File: src/rtl/dac_cmd_pkg.sv
package dac_cmd_pkg;
  localparam int NUM_CH  = 16;
  localparam int DATA_W  = 16;
  localparam int CMD_W   = 8;
  localparam int FRAME_W = CMD_W + DATA_W;
  localparam int CH_W    = $clog2(NUM_CH);
  localparam int SEL_W   = 2 * NUM_CH;
  localparam logic [DATA_W-1:0] RESET_KEY = 16'h1234;

  typedef enum logic [3:0] {
    OP_NOP    = 4'h0,
    OP_WR_IN  = 4'h1,
    OP_WR_DAC = 4'h2,
    OP_LOAD   = 4'h3,
    OP_SPAN   = 4'h4,
    OP_DPWR   = 4'h5,
    OP_RST    = 4'h7,
    OP_READ   = 4'h8,
    OP_SRC_LO = 4'h9,
    OP_SRC_HI = 4'hA,
    OP_INV    = 4'hB,
    OP_SCL_LO = 4'hC,
    OP_SCL_HI = 4'hD
  } op_e;
endpackage

File: src/rtl/spi_frame_rx.sv
module spi_frame_rx
  import dac_cmd_pkg::*;
(
  input  logic              clk_i,
  input  logic              rst_ni,
  input  logic              sclk_i,
  input  logic              cs_ni,
  input  logic              mosi_i,
  input  logic [DATA_W-1:0] tx_word_i,
  output logic              miso_o,
  output logic              frame_valid_o,
  output logic [CMD_W-1:0]  cmd_o,
  output logic [DATA_W-1:0] data_o
);
  localparam int CNT_W = $clog2(FRAME_W) + 2;
  localparam logic [CNT_W-1:0] CNT_MAX  = '1;
  localparam logic [CNT_W-1:0] CNT_FULL = CNT_W'(FRAME_W);

  logic               sclk_q, cs_q, fv_q;
  logic [FRAME_W-1:0] rx_q, tx_q;
  logic [CNT_W-1:0]   cnt_q;

  wire sclk_rise = sclk_i & ~sclk_q;
  wire sclk_fall = ~sclk_i & sclk_q;
  wire cs_fall   = cs_q & ~cs_ni;
  wire cs_rise   = ~cs_q & cs_ni;

  always_ff @(posedge clk_i or negedge rst_ni) begin
    if (!rst_ni) begin
      sclk_q <= 1'b0;
      cs_q   <= 1'b1;
      fv_q   <= 1'b0;
      rx_q   <= '0;
      tx_q   <= '0;
      cnt_q  <= '0;
    end else begin
      sclk_q <= sclk_i;
      cs_q   <= cs_ni;
      fv_q   <= cs_rise && (cnt_q == CNT_FULL);
      if (cs_fall) begin
        cnt_q <= '0;
        tx_q  <= {tx_word_i, {CMD_W{1'b0}}};
      end else if (!cs_ni) begin
        if (sclk_rise) begin
          rx_q <= {rx_q[FRAME_W-2:0], mosi_i};
          if (cnt_q != CNT_MAX) cnt_q <= cnt_q + 1'b1;
        end
        if (sclk_fall) tx_q <= {tx_q[FRAME_W-2:0], 1'b0};
      end
    end
  end

  assign miso_o        = tx_q[FRAME_W-1];
  assign frame_valid_o = fv_q;
  assign cmd_o         = rx_q[FRAME_W-1:DATA_W];
  assign data_o        = rx_q[DATA_W-1:0];

  assert_frame_len_R1: assert property (@(posedge clk_i) disable iff (!rst_ni)
    frame_valid_o |-> ($past(cnt_q) == CNT_FULL));
  assert_frame_hold_R1: assert property (@(posedge clk_i) disable iff (!rst_ni)
    frame_valid_o |-> $stable(rx_q));
endmodule

File: src/rtl/dac_reg_bank.sv
module dac_reg_bank
  import dac_cmd_pkg::*;
#(
  parameter int CODE_W = 16
) (
  input  logic                     clk_i,
  input  logic                     rst_ni,
  input  logic                     frame_valid_i,
  input  logic [CMD_W-1:0]         cmd_i,
  input  logic [DATA_W-1:0]        data_i,
  output logic [NUM_CH*DATA_W-1:0] dac_codes_o,
  output logic [DATA_W-1:0]        rb_word_o,
  output logic [2:0]               span_o,
  output logic [NUM_CH-1:0]        dith_pwr_o,
  output logic [NUM_CH-1:0]        dith_inv_o,
  output logic [SEL_W-1:0]         dith_src_o,
  output logic [SEL_W-1:0]         dith_scl_o
);
  localparam logic [DATA_W-1:0] CODE_MASK = {DATA_W{1'b1}} << (DATA_W - CODE_W);
  localparam int HALF = SEL_W / 2;

  op_e            op;
  logic [CH_W-1:0] ch;
  logic           sub_zero;
  logic           is_wr_in, is_wr_dac, is_load, is_span, is_pwr, is_rst, is_read;
  logic           is_src_lo, is_src_hi, is_inv, is_scl_lo, is_scl_hi, soft_rst;
  logic [DATA_W-1:0] code_w;

  logic [DATA_W-1:0] in_q  [NUM_CH];
  logic [DATA_W-1:0] dac_q [NUM_CH];
  logic [DATA_W-1:0] rb_q;
  logic [2:0]        span_q;
  logic [NUM_CH-1:0] pwr_q, inv_q;
  logic [SEL_W-1:0]  src_q, scl_q;

  always_comb begin
    op        = op_e'(cmd_i[7:4]);
    ch        = cmd_i[CH_W-1:0];
    sub_zero  = (cmd_i[3:0] == 4'h0);
    code_w    = data_i & CODE_MASK;
    is_wr_in  = frame_valid_i && op == OP_WR_IN;
    is_wr_dac = frame_valid_i && op == OP_WR_DAC;
    is_read   = frame_valid_i && op == OP_READ;
    is_load   = frame_valid_i && op == OP_LOAD   && sub_zero;
    is_span   = frame_valid_i && op == OP_SPAN   && sub_zero;
    is_pwr    = frame_valid_i && op == OP_DPWR   && cmd_i[3:0] == 4'h1;
    is_rst    = frame_valid_i && op == OP_RST    && sub_zero;
    is_src_lo = frame_valid_i && op == OP_SRC_LO && sub_zero;
    is_src_hi = frame_valid_i && op == OP_SRC_HI && sub_zero;
    is_inv    = frame_valid_i && op == OP_INV    && sub_zero;
    is_scl_lo = frame_valid_i && op == OP_SCL_LO && sub_zero;
    is_scl_hi = frame_valid_i && op == OP_SCL_HI && sub_zero;
    soft_rst  = is_rst && data_i == RESET_KEY;
  end

  for (genvar i = 0; i < NUM_CH; i++) begin : g_ch
    always_ff @(posedge clk_i or negedge rst_ni) begin
      if (!rst_ni) begin
        in_q[i]  <= '0;
        dac_q[i] <= '0;
      end else if (soft_rst) begin
        in_q[i]  <= '0;
        dac_q[i] <= '0;
      end else begin
        if (is_wr_in && ch == CH_W'(i))  in_q[i]  <= code_w;
        if (is_wr_dac && ch == CH_W'(i)) dac_q[i] <= code_w;
        else if (is_load && data_i[i])   dac_q[i] <= in_q[i];
      end
    end
    assign dac_codes_o[i*DATA_W +: DATA_W] = dac_q[i];

    assert_load_sel_R4: assert property (@(posedge clk_i) disable iff (!rst_ni)
      (is_load && data_i[i]) |=> (dac_q[i] == $past(in_q[i])));
    assert_load_hold_R4: assert property (@(posedge clk_i) disable iff (!rst_ni)
      (is_load && !data_i[i]) |=> $stable(dac_q[i]));
    assert_stage_only_R2: assert property (@(posedge clk_i) disable iff (!rst_ni)
      is_wr_in |=> $stable(dac_q[i]));
    assert_narrow_R11: assert property (@(posedge clk_i) disable iff (!rst_ni)
      ((dac_q[i] & ~CODE_MASK) == '0));
  end

  always_ff @(posedge clk_i or negedge rst_ni) begin
    if (!rst_ni) begin
      rb_q   <= '0;
      span_q <= '0;
      pwr_q  <= '1;
      inv_q  <= '0;
      src_q  <= '0;
      scl_q  <= '0;
    end else if (soft_rst) begin
      rb_q   <= '0;
      span_q <= '0;
      pwr_q  <= '1;
      inv_q  <= '0;
      src_q  <= '0;
      scl_q  <= '0;
    end else begin
      if (is_read)   rb_q   <= dac_q[ch];
      if (is_span)   span_q <= data_i[2:0];
      if (is_pwr)    pwr_q  <= data_i[NUM_CH-1:0];
      if (is_inv)    inv_q  <= data_i[NUM_CH-1:0];
      if (is_src_lo) src_q[HALF-1:0]     <= data_i[HALF-1:0];
      if (is_src_hi) src_q[SEL_W-1:HALF] <= data_i[HALF-1:0];
      if (is_scl_lo) scl_q[HALF-1:0]     <= data_i[HALF-1:0];
      if (is_scl_hi) scl_q[SEL_W-1:HALF] <= data_i[HALF-1:0];
    end
  end

  assign rb_word_o  = rb_q;
  assign span_o     = span_q;
  assign dith_pwr_o = pwr_q;
  assign dith_inv_o = inv_q;
  assign dith_src_o = src_q;
  assign dith_scl_o = scl_q;

  assert_bad_key_R5: assert property (@(posedge clk_i) disable iff (!rst_ni)
    (is_rst && data_i != RESET_KEY) |=> ($stable(pwr_q) && $stable(span_q) && $stable(src_q)));
  assert_key_clear_R5: assert property (@(posedge clk_i) disable iff (!rst_ni)
    soft_rst |=> (pwr_q == '1 && span_q == '0 && dac_q[0] == '0));
  assert_idle_R1: assert property (@(posedge clk_i) disable iff (!rst_ni)
    !frame_valid_i |=> ($stable(pwr_q) && $stable(inv_q) && $stable(scl_q) && $stable(rb_q)));
endmodule

File: src/rtl/dac_cmd_decoder.sv
module dac_cmd_decoder
  import dac_cmd_pkg::*;
#(
  parameter int CODE_W = 16
) (
  input  logic                     clk_i,
  input  logic                     rst_ni,
  input  logic                     sclk_i,
  input  logic                     cs_ni,
  input  logic                     mosi_i,
  output logic                     miso_o,
  output logic [NUM_CH*DATA_W-1:0] dac_codes_o,
  output logic [2:0]               span_o,
  output logic [NUM_CH-1:0]        dith_pwr_o,
  output logic [NUM_CH-1:0]        dith_inv_o,
  output logic [SEL_W-1:0]         dith_src_o,
  output logic [SEL_W-1:0]         dith_scl_o
);
  logic              fv;
  logic [CMD_W-1:0]  cmd;
  logic [DATA_W-1:0] data, rb_word;

  spi_frame_rx u_rx (
    .clk_i, .rst_ni, .sclk_i, .cs_ni, .mosi_i,
    .tx_word_i(rb_word), .miso_o,
    .frame_valid_o(fv), .cmd_o(cmd), .data_o(data)
  );

  dac_reg_bank #(.CODE_W(CODE_W)) u_bank (
    .clk_i, .rst_ni,
    .frame_valid_i(fv), .cmd_i(cmd), .data_i(data),
    .dac_codes_o, .rb_word_o(rb_word), .span_o,
    .dith_pwr_o, .dith_inv_o, .dith_src_o, .dith_scl_o
  );
endmodule

File: config.mk
export PLATFORM = sky130hd
export DESIGN_NAME = dac_cmd_decoder
export DESIGN_NICKNAME = d
export VERILOG_FILES = /design/src/rtl/dac_cmd_pkg.sv /design/src/rtl/spi_frame_rx.sv /design/src/rtl/dac_reg_bank.sv /design/src/rtl/dac_cmd_decoder.sv
export SDC_FILE = /design/constraint.sdc
export NUM_CORES = 1
export LEC_CHECK = 0
export BUFFER_PORTS_ARGS = -buffer_cell sky130_fd_sc_hd__buf_2
export CELL_PAD_IN_SITES_DETAIL_PLACEMENT = 1
export CELL_PAD_IN_SITES_GLOBAL_PLACEMENT = 2
export CORE_AREA = 2 2 269 297
export DETAILED_ROUTE_END_ITERATION = 7
export DIE_AREA = 0 0 271 299
export PLACE_DENSITY_LB_ADDON = 0.08
export SLEW_MARGIN = 40
export SYNTH_ARGS = -nofsm -noshare
export SYNTH_HDL_FRONTEND = slang
export SYNTH_SLANG_ARGS = --single-unit
File: constraint.sdc
create_clock -name clk_i -period 5.4 [get_ports clk_i]
set_clock_uncertainty 0.15 [all_clocks]
set_input_delay 1.08 -clock clk_i [delete_from_list [all_inputs] [get_ports clk_i]]
set_output_delay 1.08 -clock clk_i [all_outputs]
set_load 0.05 [all_outputs]
==> results of run 1 <==
-- power by group through the flow --
stage / clock network [mW] / logic, mW / registers (mW)
2_1_floorplan: 0 / 1.23 / 5.25
3_3_place_gp: 0 / 1.97 / 5.49
3_5_place_dp: 0 / 2.00 / 5.50
4_1_cts: 5.36 / 2.00 / 5.41
5_1_grt: 5.56 / 2.14 / 5.38
6_report: 5.26 / 2.04 / 5.37
-- logic make-up (layout without fill, tap and decap cells) --
logic type                 count (synthesis)  count (layout)
DFF                                      677             677
AOI/OAI and AO/OA                        557             557
muxes                                    477             477
and+or+nand+nor                          442             442
buffers and inverters                    276             586
xor gates and xnor gates                   3               3
adders and majority gates                  2               2
other                                      0               3
-- metal layers --
metal  up-vias  track usage, %  part of all wire (%)
met1     12110           40.70                    43
met4         4           9.997                   3.3
li1       9495               -                     -
met5         -               0                 0.019
met2       729           48.22                    48
met3       179           4.572                   5.5
-- critical path, delay by kind of cell, from the launching register on --
family / cells / cell delay [ns]
AO/OA/AOI/OAI: 1 / 0.24
AND/OR/NAND/NOR: 4 / 2.36
flip-flops: 1 / 0.74
-- cell usage in the layout (no fill, tap or decap), types with 8 or more instances in the layout --
master	netlist	layout
dfrtp_1	660	642
buf_2	63	359
mux2i_1	315	315
o2bb2ai_1	240	240
nor2_1	176	168
a22o_1	161	161
nand2_1	124	123
mux4_2	80	80
clkbuf_16	0	78
buf_4	10	67
a21oi_1	62	60
o21ai_0	52	52
mux2_2	50	50
mux2_4	32	32
nand3_1	33	30
nor2_4	10	18
clkbuf_1	148	18
dfstp_2	17	17
dfrtp_2	0	16
and2_1	13	15
clkinv_2	0	14
clkbuf_8	0	13
nor2_2	12	12
nor3_1	9	8
nor2b_1	9	8
-- registers in the layout, summed over array words and instances, names as in the netlist --
register / count
u_rx.cs_q: 1
u_bank.span_o: 3
u_bank.rb_word_o: 16
u_rx.tx_q: 16
u_bank.dith_inv_o: 16
u_rx.cnt_q: 7
u_rx.sclk_q: 1
u_bank.dith_pwr_o: 16
u_rx.frame_valid_o: 1
u_bank.dith_src_o: 32
u_bank.dith_scl_o: 32
u_rx.rx_q: 24
u_bank.dac_codes_o: 256
u_bank.in_q: 256
-- metrics by stage --
step / hold slack (ns) / area [µm²] / setup slack [ns] / power [mW] / instances
after floorplan: 0.2818 / 30930 / 2.602 / 6.484 / 2434
after global placement: 0.3111 / 33430 / 1.455 / 7.455 / 3647
after detailed placement: 0.3226 / 33510 / 1.420 / 7.502 / 3648
after CTS: 0.3368 / 36000 / 1.442 / 12.77 / 3786
after global routing: 0.1517 / 36100 / 1.558 / 13.07 / 3789
final: 0.1502 / 36110 / 1.729 / 12.67 / 3792
-- how the worst max path moves through the flow --
stage,start,end,slack [ns],depth (start not counted)
finish,u_rx.rx_q[17],u_bank.dac_codes_o[30],1.73,5
global route,u_rx.rx_q[17],u_bank.dac_codes_o[244],1.56,7
detailed placement,u_rx.rx_q[16],u_bank.dac_codes_o[83],1.42,8
global placement,u_rx.rx_q[16],u_bank.dac_codes_o[167],1.46,7
CTS,u_rx.rx_q[16],u_bank.dac_codes_o[83],1.44,8
floorplan,cs_ni,u_rx.cnt_q[5],2.60,5
-- final cells by class --
| type | instances | share of cell area, % |
|---|---|---|
| timing repair buffer | 437 | 6.936 |
| multi-input combinational | 1481 | 35.37 |
| sequential | 677 | 47.05 |
| inverter | 11 | 0.1143 |
| antenna | 3 | 0.02079 |
| clock buffer | 109 | 6.088 |
| tap | 1045 | 3.621 |
| clock inverter | 29 | 0.8004 |
==> out/results.ini, run 1 <==
[global_route]
first_global_vias = 23520
grt_max_degree = 131
gr-total-overflow = 0
grt_first_pass_wirelength_um = 176300
grt_usage_pct = 29.68
antenna_found_initial = 7

[clocking]
cts.htree.levels = 3
cts_num_sinks = 677
clkTransAtPathRegs_ns = 0.06
cts_max_path_buffers = 3
cts_tree = done
cts_made_buffers = 76
cts_setup_buffers = 0
cts_hold_repair.buffers = 0
cts_resized = 0
cts-root-buf = clkbuf_16
insertion_delay_ns = 0.63

[setup_path]
start_kind = register
cp.required_ns = 5.71
category_of_the_critical_setup_timing_path = register to register
rr_worst_depth = 5
cp-end-kind = register
cp_max_fo = 46
reg2reg_slack_ns = 1.73
regToRegEndpoint = u_bank.dac_codes_o[30]
timing.critical_path.cells = or4_4 > nor3_4 > nand3_2 > and2_1 > o2bb2ai_1
r2r-start = u_rx.rx_q[17]
slowest_delay_ns = 0.74
critical_path.slowest_cell = dfrtp_4
cp_data_arrival_time_ns = 3.98

[drt]
postRouteWirelength_um = 120300
drt-wirelength-per-cell_um = 31.73
vias = 22520
route.detailed.vias_per_inst = 5.938
detail_route.first_pass.iterations = 5
drtAntennaViolNets = 0
detail_route.iter0.violations = 1578
drt_drc_violations_left = 0

[sta]
finalCritPeriodShare_pct = 67.98
final_max_slew_viol_count = 0
setup_viol = 0
worst_slew_pin_slew_ns = 0.8652
finalWorstPathRequiredPeriod_ns = 3.671
timing.max_slew.rel_slack_pct = 42.25
report.final.hold_viol_count = 0
timing.setup.tns_ns = 0
max_freq_mhz = 272.4
rsz0062_at_grt = false

[synth]
synth_top_family_by_area = multiplexers
synth_xor_xnor_area_share_pct = 0.08494
compound_cell_area_share_of_the_yosys_netlist_pct = 14.31
syn-num-nets = 2441
synth_common_cells = 660 x dfrtp_1, 315 x mux2i_1, 240 x o2bb2ai_1
synth.yosys.warnings = 0
syn_inst = 2434
synth_edf_count = 0
yosysSeqAreaShare_pct = 54.83
yosys.area_share.adder_pct = 0.08089
netlist.area_leader.share_pct = 53.39
post_synth_num_cell_types = 70
synth_simple_gate_area_share_pct = 6.807
synth.largest_area_cell = dfrtp_1
most_frequently_used_flop_master_after_synthesis = dfrtp_1
synth.mux.area_fraction_pct = 19.39
syn-mean-instance-area_um2 = 12.71
post-synth-top-count-cell = dfrtp_1
synthesized_area_um2 = 30930
yosys-top-cells-area = dfrtp_1 53%, mux2i_1 10%, o2bb2ai_1 6.8%
synth_seq_cells = 677
ys_async_sr_fraction_pct = 100.0

[floorplan]
fp.dieW_um = 271
fp.coreArea_um2 = 78240
floorplan.rows = 108
top_level_ports = 361
starting_utilization_of_the_core_area_pct = 39.54
dieArea_um2 = 81030
die_y_um = 299

[cells_and_area]
num-fill-cells = 8072
seq_area_um2 = 16990
finalNetCount = 2691
flow.area_growth_from_synthesis_pct = 16.74
finish.utilization_pct = 46.16
drive_above_1_share_pct = 29.92
multi_input_combinational_cell_area_um2 = 12770

[power_and_ir_drop]
powerDensity_nw_per_um2 = 350.9
share_seq_of_total_power_pct = 42.4
power_frac_clock_pct = 41.5
internal-power_mw = 8.666
power_leakage_nw = 16.95
power.share.switching_pct = 31.61
p_switching_mw = 4.006
vdd_ir_drop_max_uv = 289.7
power_frac_comb_pct = 16.1

[run_status]
outcome = finished clean

[placement]
port_buffers = 360
detailed_place_hpwl_um = 79710
place.gp.congestion = 0.8913

[run]
max_cap_viol_count = 0

[hold_path]
holdCritPathClass = input port to asynchronous set/reset pin

No activity file was read; power rests on OpenSTA's default activity.
==> run 2: changes to the inputs <==
Settings changed: ABC_AREA set to 1, CORE_AREA 2 2 269 297 to 2 2 303 335, DIE_AREA 0 0 271 299 to 0 0 305 337.
Clock period 5.4 ns to 3.4 ns, I/O delays scaled along.
==> run 2 against run 1 <==
Effect of this change: power is 44% higher; die area is 27% higher; critical path type unchanged; flip-flop and latch count stayed put; wire length is 22% higher; global-route usage is 1.4 points lower; final cell count is 62% higher; utilization is 6.6 points lower; critical path depth is 3 higher; clock power is 71% higher; register-to-register slack worse by 1.0 ns.
==> out/results.ini, run 2 <==
[sta]
timing.setup.tns_ns = 0  ; unchanged
timing.max_slew.rel_slack_pct = 45.92  ; +3.7 points
max_freq_mhz = 372.8  ; +37%
final_max_slew_viol_count = 0  ; unchanged
fin_ws_ns = 0.7173  ; -1.012 ns
worst_slew_pin_slew_ns = 0.8112  ; -0.05403 ns
report.final.hold_viol_count = 0  ; unchanged
setup_viol = 0  ; unchanged
finalCritPeriodShare_pct = 78.90  ; +11 points
rsz0062_at_grt = false
finalWorstPathRequiredPeriod_ns = 2.683  ; -0.9880 ns

[drt]
detail_route.first_pass.iterations = 5  ; unchanged
route.detailed.vias_per_inst = 5.105  ; -14%
drtAntennaViolNets = 0  ; unchanged
drt_drc_violations_left = 0  ; unchanged
vias = 31330  ; +39%
detail_route.iter0.violations = 2138  ; +35%
postRouteWirelength_um = 147000  ; +22%
drt-wirelength-per-cell_um = 23.95  ; -25%

[cells_and_area]
multi_input_combinational_cell_area_um2 = 13890  ; +8.7%
num-fill-cells = 12320  ; +53%
drive_above_1_share_pct = 15.10  ; -15 points
flow.area_growth_from_synthesis_pct = 17.54
layout_commonest_cell = nand2_1
seq_area_um2 = 16980  ; about the same
layout.cells.most_common_list = 1814 x nand2_1, 748 x nand3_1, 651 x dfrtp_1
finalNetCount = 4776  ; +77%

[synth]
netlist.area_leader.share_pct = 49.19  ; -4.2 points
synth.largest_area_cell = dfrtp_1
synth_seq_cells = 677  ; unchanged
syn_inst = 4533  ; +86%
post_synth_num_cell_types = 35  ; -50%
synth.yosys.warnings = 0  ; unchanged
syn-mean-instance-area_um2 = 7.407  ; -42%
post-synth-top-count-cell = nand2_1
yosys-top-cells-area = dfrtp_1 49%, nand2_1 20%, nand3_1 11%
syn-num-nets = 4540  ; +86%
yosysSeqAreaShare_pct = 50.52  ; -4.3 points
synth_common_cells = 1816 x nand2_1, 749 x nand3_1, 660 x dfrtp_1
most_frequently_used_flop_master_after_synthesis = dfrtp_1
synthesized_area_um2 = 33570  ; +8.5%
ys_async_sr_fraction_pct = 100.0  ; unchanged
synth_edf_count = 0  ; unchanged

[floorplan]
fp.coreArea_um2 = 99680  ; +27%
fp.dieW_um = 305  ; +13%
top_level_ports = 361  ; unchanged
dieArea_um2 = 102800  ; +27%
floorplan.rows = 122  ; +13%
die_y_um = 337  ; +13%
starting_utilization_of_the_core_area_pct = 33.68  ; -5.9 points

[placement]
place.gp.congestion = 0.9528  ; +6.9%
port_buffers = 360  ; unchanged
place_worst_setup_slack_ns = 0.7287  ; -0.6916 ns
detailed_place_hpwl_um = 100100  ; +26%

[power_and_ir_drop]
vdd_ir_drop_max_uv = 346.0  ; +19%
powerDensity_nw_per_um2 = 460.9  ; +31%
power_leakage_nw = 21.25  ; +25%

[clocking]
cts_tree = done
cts-root-buf = clkbuf_16
cts_resized = 0  ; unchanged
cts_num_sinks = 677  ; unchanged
cts_made_buffers = 82  ; +7.9%
cts.htree.levels = 3  ; unchanged
clkTransAtPathRegs_ns = 0.06  ; about the same
cts_max_path_buffers = 3  ; unchanged
insertion_delay_ns = 0.66  ; +0.03 ns

[setup_path]
cp.required_ns = 3.73  ; -1.98 ns
cp_data_arrival_time_ns = 3.01  ; -0.97 ns
critical_path.slowest_cell = dfrtp_4
timing.critical_path.cells = nor2_2 > nand2_4 > nor2_1 > nand3_4 > buf_12 > buf_16 > nand3_1 > o21ai_0
slowest_delay_ns = 0.53  ; -0.21 ns
start_kind = register
cp-end-kind = register
reg2reg_slack_ns = 0.72  ; -1.01 ns
cp_max_fo = 130  ; +180%
category_of_the_critical_setup_timing_path = register to register

[run_status]
outcome = finished clean

[hold_path]
holdCritPathClass = input port to register

[global_route]
first_global_vias = 31570  ; +34%
antenna_found_initial = 5  ; -2
grt_max_degree = 131  ; unchanged
gr-total-overflow = 0  ; unchanged
grt_first_pass_wirelength_um = 216700  ; +23%
grt_usage_pct = 28.32  ; -1.4 points

[run]
max_cap_viol_count = 0  ; unchanged

-- run 2: changes by cell type after synthesis, moves of 73 or more --
cell       change
o2bb2ai_1    -240
inv_1        +290
o21ai_1       +74
a22o_1       -161
mux4_2        -80
mux2i_1      -315
o21ai_0      +279
nand2_1     +1692
nand3_1      +716
nor2_1        -73
-- run 2: cell families (layout without fill, tap and decap cells) --
group / count (synthesis) / after routing / synth area share, %
xor gates and xnor gates: 1 / 1 / 0.02609
DFF: 677 / 677 / 50.52
buffers and inverters: 676 / 976 / 8.247
and+or+nand+nor: 2711 / 2711 / 33.55
adders and majority gates: 2 / 2 / 0.07452
other: 0 / 1 / 0
AOI/OAI and AO/OA: 466 / 466 / 7.576
-- run 2: path summary, 6_finish.rpt --
check / cells after the start / from / endpoint
worst min register to register: 2 / u_bank.dith_pwr_o[4] / u_bank.dith_pwr_o[4]
worst min-delay path: 3 / mosi_i / u_rx.rx_q[0]
worst max register to register: 8 / u_rx.rx_q[16] / u_bank.in_q[166]
min in group asynchronous: 2 / rst_ni / u_bank.in_q[170]
worst max-delay path: 8 / u_rx.rx_q[16] / u_bank.in_q[166]
max in group asynchronous: 3 / rst_ni / u_bank.in_q[72]
-- run 2: area by class of cell --
type / instances / share of cell area, %
antenna: 1 / 0.006341
clock inverter: 15 / 0.3900
sequential: 677 / 43.02
timing repair buffer: 487 / 7.555
multi-input combinational: 3180 / 35.19
inverter: 341 / 3.250
tap: 1302 / 4.128
clock buffer: 133 / 6.462
-- run 2: per-layer routing --
metal  vias to the layer above  global-route usage [%]  routed length [µm]
li1                      14860                       -                   -
met1                     15630                   39.16               67200
met2                       696                   46.39               68350
met3                       146                   4.262                8016
met4                         0                   7.341                3417
met5                         -                       0                   0
-- run 2: where the power goes --
| group | total [mW] | switching (mW) | internal, mW |
|---|---|---|---|
| combinational | 0.953 | 0.815 | 0.138 |
| clock | 9.02 | 3.69 | 5.33 |
| sequential | 8.22 | 0.0946 | 8.12 |
-- run 2: worst max-delay path: cells and delay by family (launching register included) --
kind                   cells  cell delay (ns)
AO/OA/AOI/OAI              1             0.10
buffers and inverters      2             0.55
AND/OR/NAND/NOR            5             1.03
flip-flops                 1             0.53
-- run 2: timing repair --
item,in CTS,in global routing
buffers inserted,0,0
endpoints found under the hold margin,29,0
hold buffers,3,0
-- run 2: metrics by stage --
stage | hold slack [ns] | cells | utilization [%] | instance area, µm² | total power [mW]
2_1_floorplan | 0.2344 | 4533 | - | 33570 | 8.590
3_3_place_gp | 0.3091 | 5982 | 36.78 | 36670 | 9.315
3_5_place_dp | 0.3241 | 5984 | 36.84 | 36720 | 9.315
4_1_cts | 0.1223 | 6135 | 39.58 | 39450 | 18.37
5_1_grt | 0.1588 | 6135 | 39.59 | 39460 | 18.68
6_report | 0.1437 | 6136 | 39.59 | 39460 | 18.19
